$ cat src/rtl/sdPkg.sv
package sdPkg;
  localparam int SD_DEF_WIDTH = 8;

  // Cell variant for bit position: even cells take a true carry,
  // odd cells take an inverted one.
  function automatic bit cellIsEven(input int pos);
    return (pos % 2) == 0;
  endfunction
endpackage

$ cat src/rtl/sdGenStage.sv
module sdGenStage #(
  parameter int WIDTH = sdPkg::SD_DEF_WIDTH
) (
  input  logic [WIDTH-1:0] opA,
  input  logic [WIDTH-1:0] opB,
  output logic [WIDTH-1:0] genOut
);
  // Private generate terms for one carry chain.
  always_comb genOut = opA & opB;
endmodule

$ cat src/rtl/sdRailChain.sv
module sdRailChain #(
  parameter int WIDTH    = sdPkg::SD_DEF_WIDTH,
  parameter bit INV_RAIL = 1'b0
) (
  input  logic [WIDTH-1:0] propIn,
  input  logic [WIDTH-1:0] genIn,
  output logic [WIDTH-1:0] railOut,
  output logic             carryOut
);
  // carryNet[i]: true carry when i is even, inverted carry when i is odd.
  logic [WIDTH:0] carryNet;

  assign carryNet[0] = 1'b0;

  for (genvar i = 0; i < WIDTH; i++) begin : gCell
    if (sdPkg::cellIsEven(i)) begin : gEven
      // AND-OR-invert: passes on the inverted carry.
      assign carryNet[i+1] = ~(genIn[i] | (propIn[i] & carryNet[i]));
      if (INV_RAIL) begin : gInv
        assign railOut[i] = ~(propIn[i] ^ carryNet[i]);
      end else begin : gTrue
        assign railOut[i] = propIn[i] ^ carryNet[i];
      end
    end else begin : gOdd
      // OR-AND-invert: passes on the true carry.
      assign carryNet[i+1] = ~(~genIn[i] & (~propIn[i] | carryNet[i]));
      if (INV_RAIL) begin : gInv
        assign railOut[i] = propIn[i] ^ carryNet[i];
      end else begin : gTrue
        assign railOut[i] = ~(propIn[i] ^ carryNet[i]);
      end
    end
  end

  if ((WIDTH % 2) == 0) begin : gOutTrue
    assign carryOut = carryNet[WIDTH];
  end else begin : gOutInv
    assign carryOut = ~carryNet[WIDTH];
  end
endmodule

$ cat src/rtl/sdAdderBlock.sv
module sdAdderBlock #(
  parameter int WIDTH = sdPkg::SD_DEF_WIDTH
) (
  input  logic [WIDTH-1:0] opA,
  input  logic [WIDTH-1:0] opB,
  input  logic [WIDTH-1:0] propIn,
  output logic [WIDTH-1:0] sumOut,
  output logic [WIDTH-1:0] sumInvOut,
  output logic             carryOutA,
  output logic             carryOutB
);
  localparam int CHAINS = 2;

  logic [WIDTH-1:0] genTerm [CHAINS];
  logic [WIDTH-1:0] railVal [CHAINS];
  logic             carryVal[CHAINS];

  for (genvar k = 0; k < CHAINS; k++) begin : gChain
    sdGenStage #(.WIDTH(WIDTH)) i_gen (
      .opA    (opA),
      .opB    (opB),
      .genOut (genTerm[k])
    );
    sdRailChain #(.WIDTH(WIDTH), .INV_RAIL(k == 1)) i_chain (
      .propIn   (propIn),
      .genIn    (genTerm[k]),
      .railOut  (railVal[k]),
      .carryOut (carryVal[k])
    );
  end

  assign sumOut    = railVal[0];
  assign sumInvOut = railVal[1];
  assign carryOutA = carryVal[0];
  assign carryOutB = carryVal[1];

  always_comb begin
    AST_RAILS_COMPLEMENT: assert (sumInvOut == ~sumOut)
      else $error("rails not complementary");
    AST_CARRY_COPIES_AGREE: assert (carryOutA == carryOutB)
      else $error("carry copies differ");
    AST_LSB_NO_CARRYIN: assert (sumOut[0] == propIn[0])
      else $error("bit 0 sees a carry input");
    if (propIn == (opA ^ opB)) begin
      AST_SUM_CORRECT: assert ({carryOutA, sumOut} == ({1'b0, opA} + {1'b0, opB}))
        else $error("arithmetic sum wrong");
    end
    if ((&propIn) && ((opA & opB) == '0)) begin
      AST_ALL_PROPAGATE: assert ((&sumOut) && !carryOutA)
        else $error("all-propagate pattern wrong");
    end
  end
endmodule

$ cat config.mk
export PLATFORM = sky130hd
export DESIGN_NAME = sdAdderBlock
export DESIGN_NICKNAME = d
export VERILOG_FILES = /design/src/rtl/sdPkg.sv /design/src/rtl/sdGenStage.sv /design/src/rtl/sdRailChain.sv /design/src/rtl/sdAdderBlock.sv
export SDC_FILE = /design/constraint.sdc
export NUM_CORES = 1
export LEC_CHECK = 0
export BUFFER_PORTS_ARGS = -buffer_cell sky130_fd_sc_hd__buf_2
export CORE_AREA = 2 2 39 41
export DETAILED_ROUTE_END_ITERATION = 16
export DIE_AREA = 0 0 41 43
export PLACE_DENSITY = 0.62
export SLEW_MARGIN = 20
export SYNTH_ARGS = -nofsm -noshare
export SYNTH_HDL_FRONTEND = slang
export SYNTH_SLANG_ARGS = --single-unit
$ cat constraint.sdc
create_clock -name vclk -period 3.23
set_input_delay 0 -clock vclk [all_inputs]
set_output_delay 0 -clock vclk [all_outputs]
set_load 0.01 [all_outputs]
==> flow_metrics.tcl <==
set metrics [dict create \
    crit_path_max_cell_delay_ps 180 \
    synthSimpleGateAreaFrac_pct 3.27 \
    floorplan.io_pins 42 \
    fin_setup_tns_ps 0 \
    syn-cell-area_um2 191 \
    floorplan.die.height_um 43 \
    fin_crit_ps 2620 \
    slew_viol_final 0 \
    timing.hold.ws_ps 198 \
    wire_length_of_the_first_global_routing_pass_um 779 \
    remaining_drc_errors 0 \
    critical_path.top_delay_family "adder cells" \
    p_int_uw 39.6 \
    gr-usage-all-layers_pct 5.69 \
    dp_cells 81 \
    regArea_um2 0 \
    syn_nets 56 \
    floorplan.rows 14 \
    grt_max_degree 3 \
    synth_compound_gate_area_share_pct 27.5 \
    dpl-instance-area_um2 407 \
    synthMuxAreaShare_pct 0 \
    n_sequential_cell 0 \
    ys_seq_area_share_pct 0 \
    p_seq_share_pct 0 \
    critPathRequiredTime_ps 3230 \
    core_region_area_um2 1380 \
    min_period_over_period_pct 81.2 \
    post_synth_fa_ha_maj_area_fraction_pct 45.8 \
    postLayoutSetupSlackWorst_ps 608 \
    detail-route-antenna-nets 0 \
    power_frac_clock_pct 0 \
    detailroute.via_count 315 \
    result_of_the_run "finished clean" \
    clock_buffer_count 0 \
    drt-wirelength-per-cell_um 6.99 \
    power_switching_uw 37.0 \
    vias_per_cell 3.89 \
    path_max_fanout 2 \
    total_leakage_power_nw 0.324 \
    postCtsSetupRepairBufs 0 \
    grt_pass1_vias 235 \
    cp-end-kind "output pin" \
    drtIter0Drc 0 \
    synthesis.instances 25 \
    synth.top_cells.by_area "sky130_fd_sc_hd__ha_1 (46%), sky130_fd_sc_hd__a21o_1 (27%), sky130_fd_sc_hd__inv_1 (16%), sky130_fd_sc_hd__buf_4 (7.8%), sky130_fd_sc_hd__and2_1 (3.3%)" \
    critical_path_arrival_ps 2620 \
    layout.cells.most_common_list "sky130_fd_sc_hd__buf_2 (42), sky130_fd_sc_hd__inv_1 (8), sky130_fd_sc_hd__a21o_1 (7), sky130_fd_sc_hd__ha_1 (7), sky130_fd_sc_hd__and2_1 (1)" \
    buffer_ports.inserted 42 \
    final_core_util_pct 29.4 \
    post-dp-hpwl_um 575 \
    synth_area_leader_cell "sky130_fd_sc_hd__ha_1" \
    power-per-cell-area_nw_per_um2 188 \
    slew-limit-headroom_pct 95.8 \
    drt_pass1_iterations 1 \
    antennaDiodeCount 0 \
    mean_syn_cell_area_um2 7.66 \
    fmax_mhz 381 \
    ys.warnings.count 0 \
    comb_power_share_pct 100.0 \
    syn2layout_area_growth_pct 112 \
    critPathSlowestCell "sky130_fd_sc_hd__ha_1" \
    grt_remaining_overflow 0 \
    mostFrequentLayoutCell "sky130_fd_sc_hd__buf_2" \
    num-nets-final 98 \
    die_x_um 41 \
    netlist.area_leader.share_pct 45.8 \
    post_synth_xor_area_fraction_pct 0 \
    antenna_violations_before_repair 0 \
    finalWeightedCongestion 0.573 \
    initial_utilization_pct 13.8 \
    maxCapViolations 0 \
    min_path_type "in -> out" \
    drive_above_1_share_pct 64.6 \
    setup_viol 0 \
    ctsResizeCount 0 \
    fp.dieArea_um2 1760 \
    final-instance-count-excl-fill 81 \
    design_power_total_uw 76.6 \
    post_placement_worst_setup_slack_ps 568 \
    crit_path_start_kind "input pin" \
    timing.setup.critical_path_class "in -> out" \
    combinational_family_with_the_most_area_after_synthesis "adder cells" \
    final_routed_wirelength_um 566 \
    rsz_0062_raised_after_global_routing "no" \
    cts-hold-fix-buffers 0 \
    synth.lib_cells_used.distinct 5 \
    worst_slew_pin_slew_ps 63.0 \
    power.switching_fraction_pct 48.3 \
    maximum_resistive_drop_on_vdd_uv 49.1 \
    finalHoldViolations 0 \
    cp.buffers_inverters 2 \
    final_design_area_no_fill_um2 407 \
    critical_path.cell_chain "buf_2, and2_1, ha_1, a21o_1, ha_1, a21o_1, ha_1, a21o_1, ha_1, a21o_1, ha_1, a21o_1, ha_1, a21o_1, ha_1, a21o_1, buf_2" \
]
## cells by family after synthesis
logic type | count (synthesis)
compound gates | 7
fa+ha+maj | 7
buf+inv | 10
simple gates | 1
## worst paths after layout
path / from / end / slack, ps / depth (start not counted)
worst max-delay path: opA[0] / carryOutB / 610 / 17
worst min-delay path: propIn[0] / sumOut[0] / 200 / 2
## power groups by stage
stage | logic [mW] | registers, mW | clock network (mW)
CTS | 0.0788 | 0 | 0
floorplan | 0.0423 | 0 | 0
detailed placement | 0.0783 | 0 | 0
global placement | 0.0772 | 0 | 0
finish | 0.0766 | 0 | 0
global route | 0.0864 | 0 | 0
## cells in the mapped netlist
cell type                count
sky130_fd_sc_hd__inv_1       8
sky130_fd_sc_hd__a21o_1      7
sky130_fd_sc_hd__ha_1        7
sky130_fd_sc_hd__buf_4       2
sky130_fd_sc_hd__and2_1      1
## layer usage
| layer | vias up | wire length [um] | global-route usage, % |
|---|---|---|---|
| met5 | - | 0 | 0 |
| met4 | 0 | 0 | 0 |
| met3 | 0 | 119 | 0 |
| met2 | 28 | 278 | 10.9 |
| met1 | 128 | 168 | 6.96 |
| li1 | 159 | - | - |
## layout make-up
| cell class | instances | area (um2) |
|---|---|---|
| Fill cell | 167 | 977 |
| Inverter | 8 | 30.0 |
| Multi-Input combinational cell | 15 | 146 |
| Tap cell | 16 | 20.0 |
| Timing Repair Buffer | 42 | 210 |
Note: power is estimated with default switching activity, not from simulation.
